$ cat config.mk
export PLATFORM = sky130hd
export DESIGN_NAME = seg_hough_cluster
export DESIGN_NICKNAME = d
export VERILOG_FILES = /design/src/rtl/shc_pkg.sv /design/src/rtl/shc_vote.sv /design/src/rtl/shc_sorter.sv /design/src/rtl/shc_runfind.sv /design/src/rtl/seg_hough_cluster.sv
export SDC_FILE = /design/constraint.sdc
export NUM_CORES = 2
export LEC_CHECK = 0
export CAP_MARGIN = 20
export CORE_MARGIN = 8
export CORE_UTILIZATION = 55
export DETAILED_ROUTE_END_ITERATION = 10
export GPL_TIMING_DRIVEN = 1
export HOLD_SLACK_MARGIN = 0.02
export PLACE_DENSITY_LB_ADDON = 0.12
export SLEW_MARGIN = 15
export SYNTH_ARGS = -nofsm -noshare
export SYNTH_HDL_FRONTEND = slang
export SYNTH_SLANG_ARGS = --single-unit
export TNS_END_PERCENT = 50
$ cat constraint.sdc
create_clock -name clk -period 15.6 [get_ports clk]
set_clock_uncertainty 0.2 [all_clocks]
set_input_delay 2.34 -clock clk [delete_from_list [all_inputs] [get_ports clk]]
set_output_delay 2.34 -clock clk [all_outputs]
set_load 0.1 [all_outputs]
$ cat src/rtl/shc_pkg.sv
// Shared widths, candidate record and ordering for the seeded intercept clusterer.
// Assumes positions in 1/16 mm and slope/factor values with 12 fractional bits.
package shc_pkg;
    parameter int POS_W       = 16;
    parameter int POS_FRAC    = 4;
    parameter int SLOPE_W     = 16;
    parameter int SLOPE_FRAC  = 12;
    parameter int KEY_W       = 16;
    parameter int WIN_W       = 8;
    parameter int MAX_HITS    = 16;
    parameter int MIN_MEMBERS = 3;
    parameter int WORD_W      = 32;

    localparam int MAX_CAND = 2 * MAX_HITS;
    localparam int HIT_W    = $clog2(MAX_HITS);
    localparam int IDX_W    = $clog2(MAX_CAND);
    localparam int HCNT_W   = $clog2(MAX_HITS + 1);
    localparam int CNT_W    = $clog2(MAX_CAND + 1);

    typedef struct packed {
        logic                    valid;
        logic signed [KEY_W-1:0] key;
        logic [HIT_W-1:0]        idx;
        logic                    side;
    } cand_t;

    typedef enum logic [2:0] {
        ST_COLLECT = 3'd0,
        ST_SORT    = 3'd1,
        ST_SCAN    = 3'd2,
        ST_HDR     = 3'd3,
        ST_BODY    = 3'd4
    } fsm_t;

    // True when a must sit after b: empty slots last, then key, index, side.
    function automatic logic cand_gt(input cand_t a, input cand_t b);
        if (a.valid != b.valid) return b.valid;
        if (!a.valid)           return 1'b0;
        if (a.key != b.key)     return a.key > b.key;
        if (a.idx != b.idx)     return a.idx > b.idx;
        return a.side > b.side;
    endfunction
endpackage

$ cat src/rtl/shc_vote.sv
// Combinational intercept vote: turns one hit into its two quantized intercepts.
// Assumes intercepts fit KEY_W whole millimetres; upper bits are dropped.
module shc_vote
    import shc_pkg::*;
(
    input  logic signed [POS_W-1:0]   z,
    input  logic signed [POS_W-1:0]   y,
    input  logic        [POS_W-1:0]   r,
    input  logic signed [SLOPE_W-1:0] slope,
    input  logic        [SLOPE_W-1:0] norm,
    output logic signed [KEY_W-1:0]   q_plus,
    output logic signed [KEY_W-1:0]   q_minus
);
    localparam int PRD_W = POS_W + SLOPE_W;
    localparam int EXT_W = PRD_W + 2;

    logic signed [PRD_W-1:0] mz_full;
    logic        [PRD_W-1:0] rk_full;
    logic signed [EXT_W-1:0] y_ext, mz_ext, rk_ext, b_plus, b_minus;

    // Products and unquantized intercepts for both wire sides.
    always_comb begin
        mz_full = slope * z;
        rk_full = norm * r;
        y_ext   = {{(EXT_W-POS_W){y[POS_W-1]}}, y};
        mz_ext  = {{(EXT_W-PRD_W){mz_full[PRD_W-1]}}, mz_full} >>> SLOPE_FRAC;
        rk_ext  = $signed({2'b00, rk_full} >> SLOPE_FRAC);
        b_plus  = y_ext - mz_ext + rk_ext;
        b_minus = y_ext - mz_ext - rk_ext;
    end

    assign q_plus  = b_plus[POS_FRAC +: KEY_W];
    assign q_minus = b_minus[POS_FRAC +: KEY_W];
endmodule

$ cat src/rtl/shc_sorter.sv
// Candidate store with an odd-even transposition network, one pass per cycle.
// Assumes MAX_CAND passes after loading; writes land on an even slot pair.
module shc_sorter
    import shc_pkg::*;
(
    input  logic             clk,
    input  logic             rst_n,
    input  logic             clr,
    input  logic             wr_en,
    input  logic [IDX_W-1:0] wr_slot,
    input  cand_t            wr_a,
    input  cand_t            wr_b,
    input  logic             pass_en,
    input  logic             pass_odd,
    input  logic [IDX_W-1:0] rd_idx,
    output cand_t            rd_ent
);
    cand_t arr [MAX_CAND];
    cand_t nxt [MAX_CAND];
    logic  [MAX_CAND-2:0] swap_w;
    logic  [MAX_CAND-1:0] valid_vec;

    // One comparator per adjacent slot pair.
    for (genvar g = 0; g < MAX_CAND - 1; g++) begin : g_cmp
        assign swap_w[g] = cand_gt(arr[g], arr[g+1]);
    end

    for (genvar g = 0; g < MAX_CAND; g++) begin : g_vld
        assign valid_vec[g] = arr[g].valid;
    end

    // Next contents for one pass over the pairs of the selected parity.
    always_comb begin
        for (int i = 0; i < MAX_CAND; i++) nxt[i] = arr[i];
        for (int i = 0; i < MAX_CAND - 1; i++) begin
            if (pass_en && (((i % 2) == 1) == pass_odd) && swap_w[i]) begin
                nxt[i]   = arr[i+1];
                nxt[i+1] = arr[i];
            end
        end
    end

    // Storage update: clear, load a slot pair, or apply a sort pass.
    always_ff @(posedge clk) begin
        if (!rst_n || clr) begin
            for (int i = 0; i < MAX_CAND; i++) arr[i] <= '0;
        end else if (wr_en) begin
            arr[wr_slot]      <= wr_a;
            arr[wr_slot + 1'b1] <= wr_b;
        end else begin
            for (int i = 0; i < MAX_CAND; i++) arr[i] <= nxt[i];
        end
    end

    assign rd_ent = arr[rd_idx];

    // A sort pass only permutes entries: the number of live candidates is kept.
    p_sort_keeps_count_r2: assert property (@(posedge clk) disable iff (!rst_n)
        (pass_en && !wr_en && !clr) |=> ($countones(valid_vec) == $countones($past(valid_vec))));
endmodule

$ cat src/rtl/shc_runfind.sv
// Scans sorted candidates one per step and keeps the longest close-spaced run.
// Assumes steps arrive in ascending order after a clear; ties keep the earlier run.
module shc_runfind
    import shc_pkg::*;
(
    input  logic                    clk,
    input  logic                    rst_n,
    input  logic                    clr,
    input  logic                    step,
    input  logic signed [KEY_W-1:0] key,
    input  logic [WIN_W-1:0]        win,
    output logic [IDX_W-1:0]        best_start,
    output logic [CNT_W-1:0]        best_len
);
    logic signed [KEY_W-1:0] prev_key;
    logic [CNT_W-1:0]        pos, run_len, nrun_len;
    logic [IDX_W-1:0]        run_start, nrun_start;
    logic signed [KEY_W:0]   gap;
    logic                    joins;

    // Decide whether the current candidate extends the open run.
    always_comb begin
        gap   = {key[KEY_W-1], key} - {prev_key[KEY_W-1], prev_key};
        joins = (pos != '0) && (gap <= $signed({1'b0, {(KEY_W-WIN_W){1'b0}}, win}));
        if (joins) begin
            nrun_start = run_start;
            nrun_len   = run_len + 1'b1;
        end else begin
            nrun_start = pos[IDX_W-1:0];
            nrun_len   = CNT_W'(1);
        end
    end

    // Run tracking registers; a strictly longer run replaces the best one.
    always_ff @(posedge clk) begin
        if (!rst_n || clr) begin
            prev_key   <= '0;
            pos        <= '0;
            run_len    <= '0;
            run_start  <= '0;
            best_len   <= '0;
            best_start <= '0;
        end else if (step) begin
            prev_key  <= key;
            pos       <= pos + 1'b1;
            run_len   <= nrun_len;
            run_start <= nrun_start;
            if (nrun_len > best_len) begin
                best_len   <= nrun_len;
                best_start <= nrun_start;
            end
        end
    end

    // The sorter must present non-decreasing intercepts.
    p_sorted_feed_r2: assert property (@(posedge clk) disable iff (!rst_n)
        (step && !clr && pos != '0) |-> (key >= prev_key));
    // The chosen run never holds more candidates than have been seen.
    p_best_within_seen_r3: assert property (@(posedge clk) disable iff (!rst_n)
        best_len <= pos);
endmodule

$ cat src/rtl/seg_hough_cluster.sv
// Top of the seeded intercept clusterer: collects hits, sorts their two votes,
// finds the densest intercept run and streams header plus member words.
// Assumes sideband seed inputs are steady from the first hit until the header
// is taken, and that each segment carries at least one beat.
module seg_hough_cluster
    import shc_pkg::*;
(
    input  logic                     clk,
    input  logic                     rst_n,
    input  logic signed [SLOPE_W-1:0] seed_slope,
    input  logic [SLOPE_W-1:0]       seed_norm,
    input  logic [WIN_W-1:0]         clus_win,
    input  logic                     hit_valid,
    output logic                     hit_ready,
    input  logic signed [POS_W-1:0]  hit_z,
    input  logic signed [POS_W-1:0]  hit_y,
    input  logic [POS_W-1:0]         hit_r,
    input  logic                     hit_last,
    output logic                     word_valid,
    input  logic                     word_ready,
    output logic [WORD_W-1:0]        word_data,
    output logic                     done_irq
);
    localparam int SORT_PASSES = MAX_CAND;

    fsm_t              state;
    logic [HCNT_W-1:0] nhits;
    logic              ovf;
    logic [CNT_W-1:0]  pass_cnt, scan_ptr, body_cnt;
    logic [CNT_W-1:0]  ncand;
    logic [WIN_W-1:0]  win_q;
    logic signed [KEY_W-1:0] q_plus, q_minus;
    logic              take_hit, keep_hit, wr_en, pass_en, rf_clr, rf_step;
    logic              seg_done, no_seg, word_fire;
    logic [IDX_W-1:0]  rd_idx, best_start;
    logic [CNT_W-1:0]  best_len;
    cand_t             cand_a, cand_b, rd_ent;

    shc_vote u_vote (
        .z(hit_z), .y(hit_y), .r(hit_r),
        .slope(seed_slope), .norm(seed_norm),
        .q_plus(q_plus), .q_minus(q_minus)
    );

    // Handshake and control strobes derived from the current state.
    always_comb begin
        hit_ready = (state == ST_COLLECT);
        take_hit  = hit_ready && hit_valid;
        keep_hit  = take_hit && (nhits < HCNT_W'(MAX_HITS));
        wr_en     = keep_hit;
        pass_en   = (state == ST_SORT);
        rf_clr    = pass_en && (pass_cnt == CNT_W'(SORT_PASSES - 1));
        rf_step   = (state == ST_SCAN);
        ncand     = {nhits, 1'b0};
        no_seg    = best_len < CNT_W'(MIN_MEMBERS);
        word_valid = (state == ST_HDR) || (state == ST_BODY);
        word_fire  = word_valid && word_ready;
        seg_done   = word_fire && (((state == ST_HDR) && no_seg) ||
                     ((state == ST_BODY) && (body_cnt == best_len - 1'b1)));
        rd_idx     = (state == ST_BODY) ? (best_start + body_cnt[IDX_W-1:0])
                                        : scan_ptr[IDX_W-1:0];
    end

    // Candidate records for the two wire sides of the incoming hit.
    always_comb begin
        cand_a       = '0;
        cand_a.valid = 1'b1;
        cand_a.key   = q_plus;
        cand_a.idx   = nhits[HIT_W-1:0];
        cand_a.side  = 1'b0;
        cand_b       = cand_a;
        cand_b.key   = q_minus;
        cand_b.side  = 1'b1;
    end

    shc_sorter u_sort (
        .clk(clk), .rst_n(rst_n), .clr(seg_done),
        .wr_en(wr_en), .wr_slot({nhits[HIT_W-1:0], 1'b0}),
        .wr_a(cand_a), .wr_b(cand_b),
        .pass_en(pass_en), .pass_odd(pass_cnt[0]),
        .rd_idx(rd_idx), .rd_ent(rd_ent)
    );

    shc_runfind u_run (
        .clk(clk), .rst_n(rst_n), .clr(rf_clr), .step(rf_step),
        .key(rd_ent.key), .win(win_q),
        .best_start(best_start), .best_len(best_len)
    );

    // Output word formatting for header and member words.
    always_comb begin
        word_data = '0;
        if (state == ST_HDR) begin
            word_data[5:0] = best_len;
            word_data[16]  = ovf;
            word_data[17]  = no_seg;
        end else if (state == ST_BODY) begin
            word_data[31:16] = rd_ent.key;
            word_data[8]     = rd_ent.side;
            word_data[3:0]   = rd_ent.idx;
        end
    end

    // Segment sequencing: collect, sort passes, scan, then hand out words.
    always_ff @(posedge clk) begin
        if (!rst_n) begin
            state    <= ST_COLLECT;
            nhits    <= '0;
            ovf      <= 1'b0;
            pass_cnt <= '0;
            scan_ptr <= '0;
            body_cnt <= '0;
            win_q    <= '0;
            done_irq <= 1'b0;
        end else begin
            done_irq <= 1'b0;
            case (state)
                ST_COLLECT: begin
                    if (keep_hit) nhits <= nhits + 1'b1;
                    if (take_hit && !keep_hit) ovf <= 1'b1;
                    if (take_hit && hit_last) begin
                        state    <= ST_SORT;
                        pass_cnt <= '0;
                        win_q    <= clus_win;
                    end
                end
                ST_SORT: begin
                    pass_cnt <= pass_cnt + 1'b1;
                    if (rf_clr) begin
                        state    <= ST_SCAN;
                        scan_ptr <= '0;
                    end
                end
                ST_SCAN: begin
                    scan_ptr <= scan_ptr + 1'b1;
                    if (scan_ptr == ncand - 1'b1) begin
                        state    <= ST_HDR;
                        done_irq <= 1'b1;
                    end
                end
                ST_HDR: begin
                    if (word_fire && !no_seg) begin
                        state    <= ST_BODY;
                        body_cnt <= '0;
                    end
                end
                ST_BODY: begin
                    if (word_fire) body_cnt <= body_cnt + 1'b1;
                end
                default: state <= ST_COLLECT;
            endcase
            if (seg_done) begin
                state <= ST_COLLECT;
                nhits <= '0;
                ovf   <= 1'b0;
            end
        end
    end

    // A stalled word must not change or vanish.
    p_hold_word_r8: assert property (@(posedge clk) disable iff (!rst_n)
        (word_valid && !word_ready) |=> (word_valid && $stable(word_data)));
    // The completion interrupt is a single-cycle pulse.
    p_irq_pulse_r9: assert property (@(posedge clk) disable iff (!rst_n)
        done_irq |=> !done_irq);
    // The interrupt coincides with the header being offered.
    p_irq_with_header_r9: assert property (@(posedge clk) disable iff (!rst_n)
        done_irq |-> (word_valid && word_data[31:18] == '0));
    // The stored hit count never passes the chamber limit.
    p_hit_cap_r6: assert property (@(posedge clk) disable iff (!rst_n)
        nhits <= HCNT_W'(MAX_HITS));
    // Input and output sides are never open at once.
    p_no_overlap_r10: assert property (@(posedge clk) disable iff (!rst_n)
        !(hit_ready && word_valid));
endmodule

# Word-level counts from Yosys, hierarchy flattened
# Memories as Yosys holds them, arrays and structs flattened.
# Index checks and enable logic that the tools add are counted.
[classes]
addsub = 14
n_reduce_logical = 68
bitwise_logic = 35
n_eq_ne = 105
order_cmp = 97
n_mux = 659
multipliers = 2
[ops]
columns = ["cell", "n"]
rows = [
  ["44-bit two-way mux", 31],
  ["22-bit two-way mux", 34],
  ["1-bit two-way mux", 571],
  ["16-bit greater-than comparator", 31],
  ["16-bit != test", 31],
  ["4-bit greater-than comparator", 31],
  ["4-bit != test", 31],
  ["16-bit by 16-bit multiplier with 32-bit output", 2],
  ["1-bit logical AND", 44],
  ["22-bit OR reduction", 2],
  ["6-bit one-hot mux with 2 select lines", 3],
  ["1-bit OR", 32],
  ["1-bit greater-than comparator", 31],
  ["1-bit != test", 31],
  ["6-bit by 1-bit adder with 6-bit output (second input constant)", 5],
  ["6-bit two-way mux", 5],
  ["20-bit adder", 1],
  ["5-bit two-way mux", 4],
  ["16-bit by 20-bit subtractor with 20-bit output", 1],
  ["20-bit subtractor", 1],
  ["17-bit by 9-bit less-or-equal comparator with 1-bit output", 1],
  ["16-bit by 16-bit subtractor with 17-bit output", 1],
  ["16-bit two-way mux", 1],
  ["3-bit one-hot mux with 5 select lines", 1],
  ["other kinds (27)", 54],
]
[totals]
ram_bits = 704
wordCells = 995
reg_bits = 80
inputBits = 93
mem_count = 1
[memory_table]
columns = ["name", "depth", "width", "read_ports", "rd_ports_with_merged_regs", "wr", "line", "source"]
rows = [
  ["u_sort.arr", 32, 22, 33, 0, 32, "shc_sorter.sv:18", "cand_t arr [MAX_CAND];"],
]

# Depth between registers and ports, before layout
# An unclocked memory read counts as a cell.
[depth]
word_depth = 46
depth_mapped = 47

# By module
# From an unflattened synthesis, not the netlist that was laid out.
[hier_totals]
hier_cells = 9195
hier_area_um2 = 87106.0
[by_module_without_submodules]
columns = ["module", "instances", "seq_area_each_um2", "area_per_inst_um2", "cells_per_inst"]
rows = [
  ["shc_sorter", 1, 21140.3, 62133.3, 6291],
  ["shc_vote", 1, 0.0, 19535.0, 2221],
  ["shc_runfind", 1, 880.8, 3037.9, 371],
  ["seg_hough_cluster", 1, 720.7, 2399.8, 312],
]

# Worst setup path after synthesis
# No wires, ideal clock.
[synth_timing]
kind = "in2reg"
startpoint = "input port seed_slope[6]"
endpoint = "memory u_sort.arr[25][18] (netlist bit), data pin"
cell_stages = 43
n_path_buf = 3
setup_ns = 0.273
setup_slack_ns = 3.844
arrival_ns = 11.284
required_time_ns = 15.127
path_cell_list = "clkbuf_1 > nand2_1 > fa_1 > inv_1 > fa_1 > ha_1 > fa_1 > inv_1 > fa_1 > fa_1 > inv_1 > ha_1 > a21oi_1 > nand2_1 > a41o_1 > nand2_1 > nand2b_1 > a21o_1 > [7 not listed] > o21bai_1 > a21oi_1 > nor2b_1 > o21a_1 > o31a_1 > o41ai_1 > xnor2_1 > ha_1 > buf_4 > nor2_1 > nand2_1 > o41ai_1 > a31oi_1 > o21ai_0 > a21oi_1 > xnor2_1 > clkbuf_1 > o22ai_1"
[synth_rtl]
columns = ["element", "line", "source"]
rows = [
  ["from (decl)", "seg_hough_cluster.sv:10", "input logic signed [SLOPE_W-1:0] seed_slope,"],
  ["to (decl)", "shc_sorter.sv:18", ""],
]

==> impl_results.md <==
* Fraction of synthesized cell area taken by the top area cell type at 0.2419
* Core region area at approximately 140000 um2
* Half-perimeter wire length after placement at a little under 200000 um
* Mean cell area of the mapped netlist at ~9.5 um2
* Reg-to-reg setup timing slack at a little over 3 ns
* Required time at the endpoint of the critical path at ~16 ns
* Family with the most delay on the worst path: compound AO/OA/AOI/OAI gates
* Routed wire length at about 270000 um
* Instance area after placement at slightly above 80000 um2
* Grt peak-use layer: met2
* Yosys warning total at 0
* Synthesized netlist cell count at roughly 8400
* Maxcap violations at 0
* Post-synth ARST share at 0
* # IOs at approximately 130
* Dominant cell type by area after synthesis: sky130_fd_sc_hd__edfxtp_1
* Worst-margin pin slew at 1.348 ns
* Clock-pin slew reported for the worst setup and hold paths after clock tree synthesis at around 0.060 ns
* Detailed Routing Iterations Pass 1 at 8
* Detailed-route via count at between 60000 and 70000
* Number of antenna violations at the first check in global routing at 5
* R2r startpoint: state[1]
* Crit. End Element: flip-flop
* Critical register-to-register path endpoint: u_run.best_len[2]
* X dimension of the die at roughly 400 um
* Cell count along the critical path at 44
* Filler cell count at roughly 12000
* CTS tree: done
* Fin area at 86000 um2
* Die Ht at about 400 um
* Met1 GRT Util at 0.4238
* Layout Nets at between 9000 and 10000
* Reg2reg path depth at 37
* Buffer cell driving the clock tree root: sky130_fd_sc_hd__clkbuf_16
* Maximum number of pins on one net before global-route repair at between 100 and 150
* Fmax at around 0.075 GHz
* Highest cell delay on the worst timing path at around 0.96 ns
* Most area-consuming cells after synthesis: sky130_fd_sc_hd__edfxtp_1, sky130_fd_sc_hd__ha_1, sky130_fd_sc_hd__fa_1
* Maximum level of the CTS H-tree at 3
* Critical path origin: seed_slope[6]
* Number of core rows at 139
* Routed length per instance at 26.34 um
* Data arrival at the endpoint of the critical path at 13.49 ns
* Global-route track usage on met2 at 0.5353
* Avg Vias per Cell at 6.550
* Die area at around 160000 um2
* Count of unique library cells instantiated by Yosys at slightly below 90
* Violation count after the first detailed-routing iteration at 7482
* Crit path to: u_sort.arr[17][20]
* Critical Setup Path Class: in2reg
* Clock sinks at approximately 780
* Met3 routing resource usage after global routing at 0.04824
* Max-Slew Margin vs Limit at 0.09588
* Sum Neg Setup Slack at 0 ns
* Count of antenna diodes in the layout at 0
* Vias in the first global route at about 66000
* Flip-flop and latch count after synthesis at just under 800
* Critical Path Fanout Max at 16
* Class of the worst hold path: reg2reg
* Final-report max-slew violation count at 0
* Overflow after GRT at 0
* First-pass GRT wire length at between 400000 and 500000 um
* Area growth syn-to-layout at 8.263%
* Post-synthesis sequential area ratio at 0.2782
* Number of enable flip-flop cells after synthesis at 640
* Post-cts resize count at 0
* Commonest cells after routing, fill and taps aside: sky130_fd_sc_hd__inv_1, sky130_fd_sc_hd__ha_1, sky130_fd_sc_hd__edfxtp_1, sky130_fd_sc_hd__nand2_1, sky130_fd_sc_hd__a22oi_1
* Initial cell density of the core at 0.5537
* Weighted congestion reported at the end of routability-driven placement at around 0.95
* Num CTS Buffers at 90
* Total of hold buffers inserted after clock tree synthesis at 0
* Status: finished, final reports clean
* Antenna-violating nets left at 0
* Layout cells sized above 1 at 0.06797
* Number of endpoints failing setup at the final stage at 0
* Most used cell along the critical path: sky130_fd_sc_hd__fa_1
* Startpoint types: primary input
* Critical path buffers and inverters at 6
* Most common cell after layout, fill and taps aside: sky130_fd_sc_hd__inv_1
* Portion of the clock cycle consumed by the worst path in the final layout at 0.8526
* Post-CTS setup buffer count at 0
* GRT Overall Usage at 0.3330
* Minimum clock period after layout at around 13 ns
* Critical path's slowest cell: sky130_fd_sc_hd__clkdlybuf4s50_1
* Predominant post-synthesis flop cell: sky130_fd_sc_hd__edfxtp_1
* Max Buffers Root-to-Sink at 3
* Buffers on Ports at 118
* Cell area after technology mapping at 79440 um2
* Source-to-sink clock delay at the later pin of the worst-skew pair at around 0.7 ns
* Endpoints failing hold at 0
* RSZ-0062 raised after global routing: no
* Residual DRC count at 0
cell type report:
cell class	instances	area, um2	area share
Clock buffer	127	2592	0.03014
Inverter	1293	4853	0.05643
Sequential cell	784	22100	0.2570
Timing Repair Buffer	264	2432	0.02828
Multi-Input combinational cell	5860	51150	0.5947
Clock inverter	43	498.0	0.005790
Tap cell	1903	2381	0.02769
cells in the mapped netlist (all sizes together) (131+ instances only):
cell,count
mux4,168
fa,457
a21oi,321
nor2,373
ha,930
o22ai,284
nor2b,148
edfxtp,640
dfxtp,144
inv,1293
clkbuf,362
a22oi,480
a21o,135
o21ai,371
and2,225
nand4,131
nand2,600
layer usage:
layer	vias to the layer above	share of wire
met2	3622	0.46
met4	4	0.075
met1	33040	0.39
li1	29860	-
met5	-	0.00013
met3	775	0.083
per-stage QoR:
step	worst slack, ns	utilization	hold slack [ns]	cells
final	2.300	0.5994	0.2691	10270
after global routing	1.683	0.5994	0.3053	10270
after CTS	2.165	0.5984	0.2671	10270
after detailed placement	1.438	0.5768	0.2562	10100
after global placement	1.650	0.5766	0.2472	10090
after floorplan	3.844	-	0.2291	8389
flip-flops by register name, indices dropped and copies added (netlist names):
signal / cells
u_sort.arr: 704
u_run.prev_key: 16
win_q: 8
body_cnt: 6
pass_cnt: 6
scan_ptr: 6
u_run.best_len: 6
u_run.pos: 6
u_run.run_len: 6
nhits: 5
u_run.best_start: 5
u_run.run_start: 5
state: 3
done_irq: 1
ovf: 1
worst min-delay path, cell delays in order (launching register included):
cell                      delay (ns)
sky130_fd_sc_hd__dfxtp_1        0.32
sky130_fd_sc_hd__nand2_1        0.06
sky130_fd_sc_hd__nand2_1        0.05
logic make-up (layout without fill, tap and decap cells):
| group | count (synthesis) | after routing | synth area share |
|---|---|---|---|
| AOI/OAI and AO/OA | 2142 | 2142 | 0.1817 |
| xor gates and xnor gates | 137 | 137 | 0.01510 |
| adders and majority gates | 1387 | 1387 | 0.2616 |
| buffers and inverters | 1745 | 1727 | 0.08390 |
| DFF | 784 | 784 | 0.2782 |
| muxes | 256 | 256 | 0.05883 |
| other | 1 | 9 | 0.00004721 |
| and+or+nand+nor | 1929 | 1929 | 0.1205 |
worst min-delay path by stage:
stage                                endpoint  slack [ns]  cells after the start                start
final                     u_run.best_start[4]        0.27                      2  u_run.best_start[4]
after global routing       u_run.run_start[1]        0.31                      2   u_run.run_start[1]
after CTS                         pass_cnt[5]        0.27                      1          pass_cnt[5]
after detailed placement          pass_cnt[5]        0.26                      1          pass_cnt[5]
after global placement     u_run.run_start[0]        0.25                      2   u_run.run_start[0]
after floorplan           u_run.best_start[2]        0.23                      2  u_run.best_start[2]
Power is not shown: default switching activity piles up to over one toggle a cycle in this logic, so the estimate is an artifact.
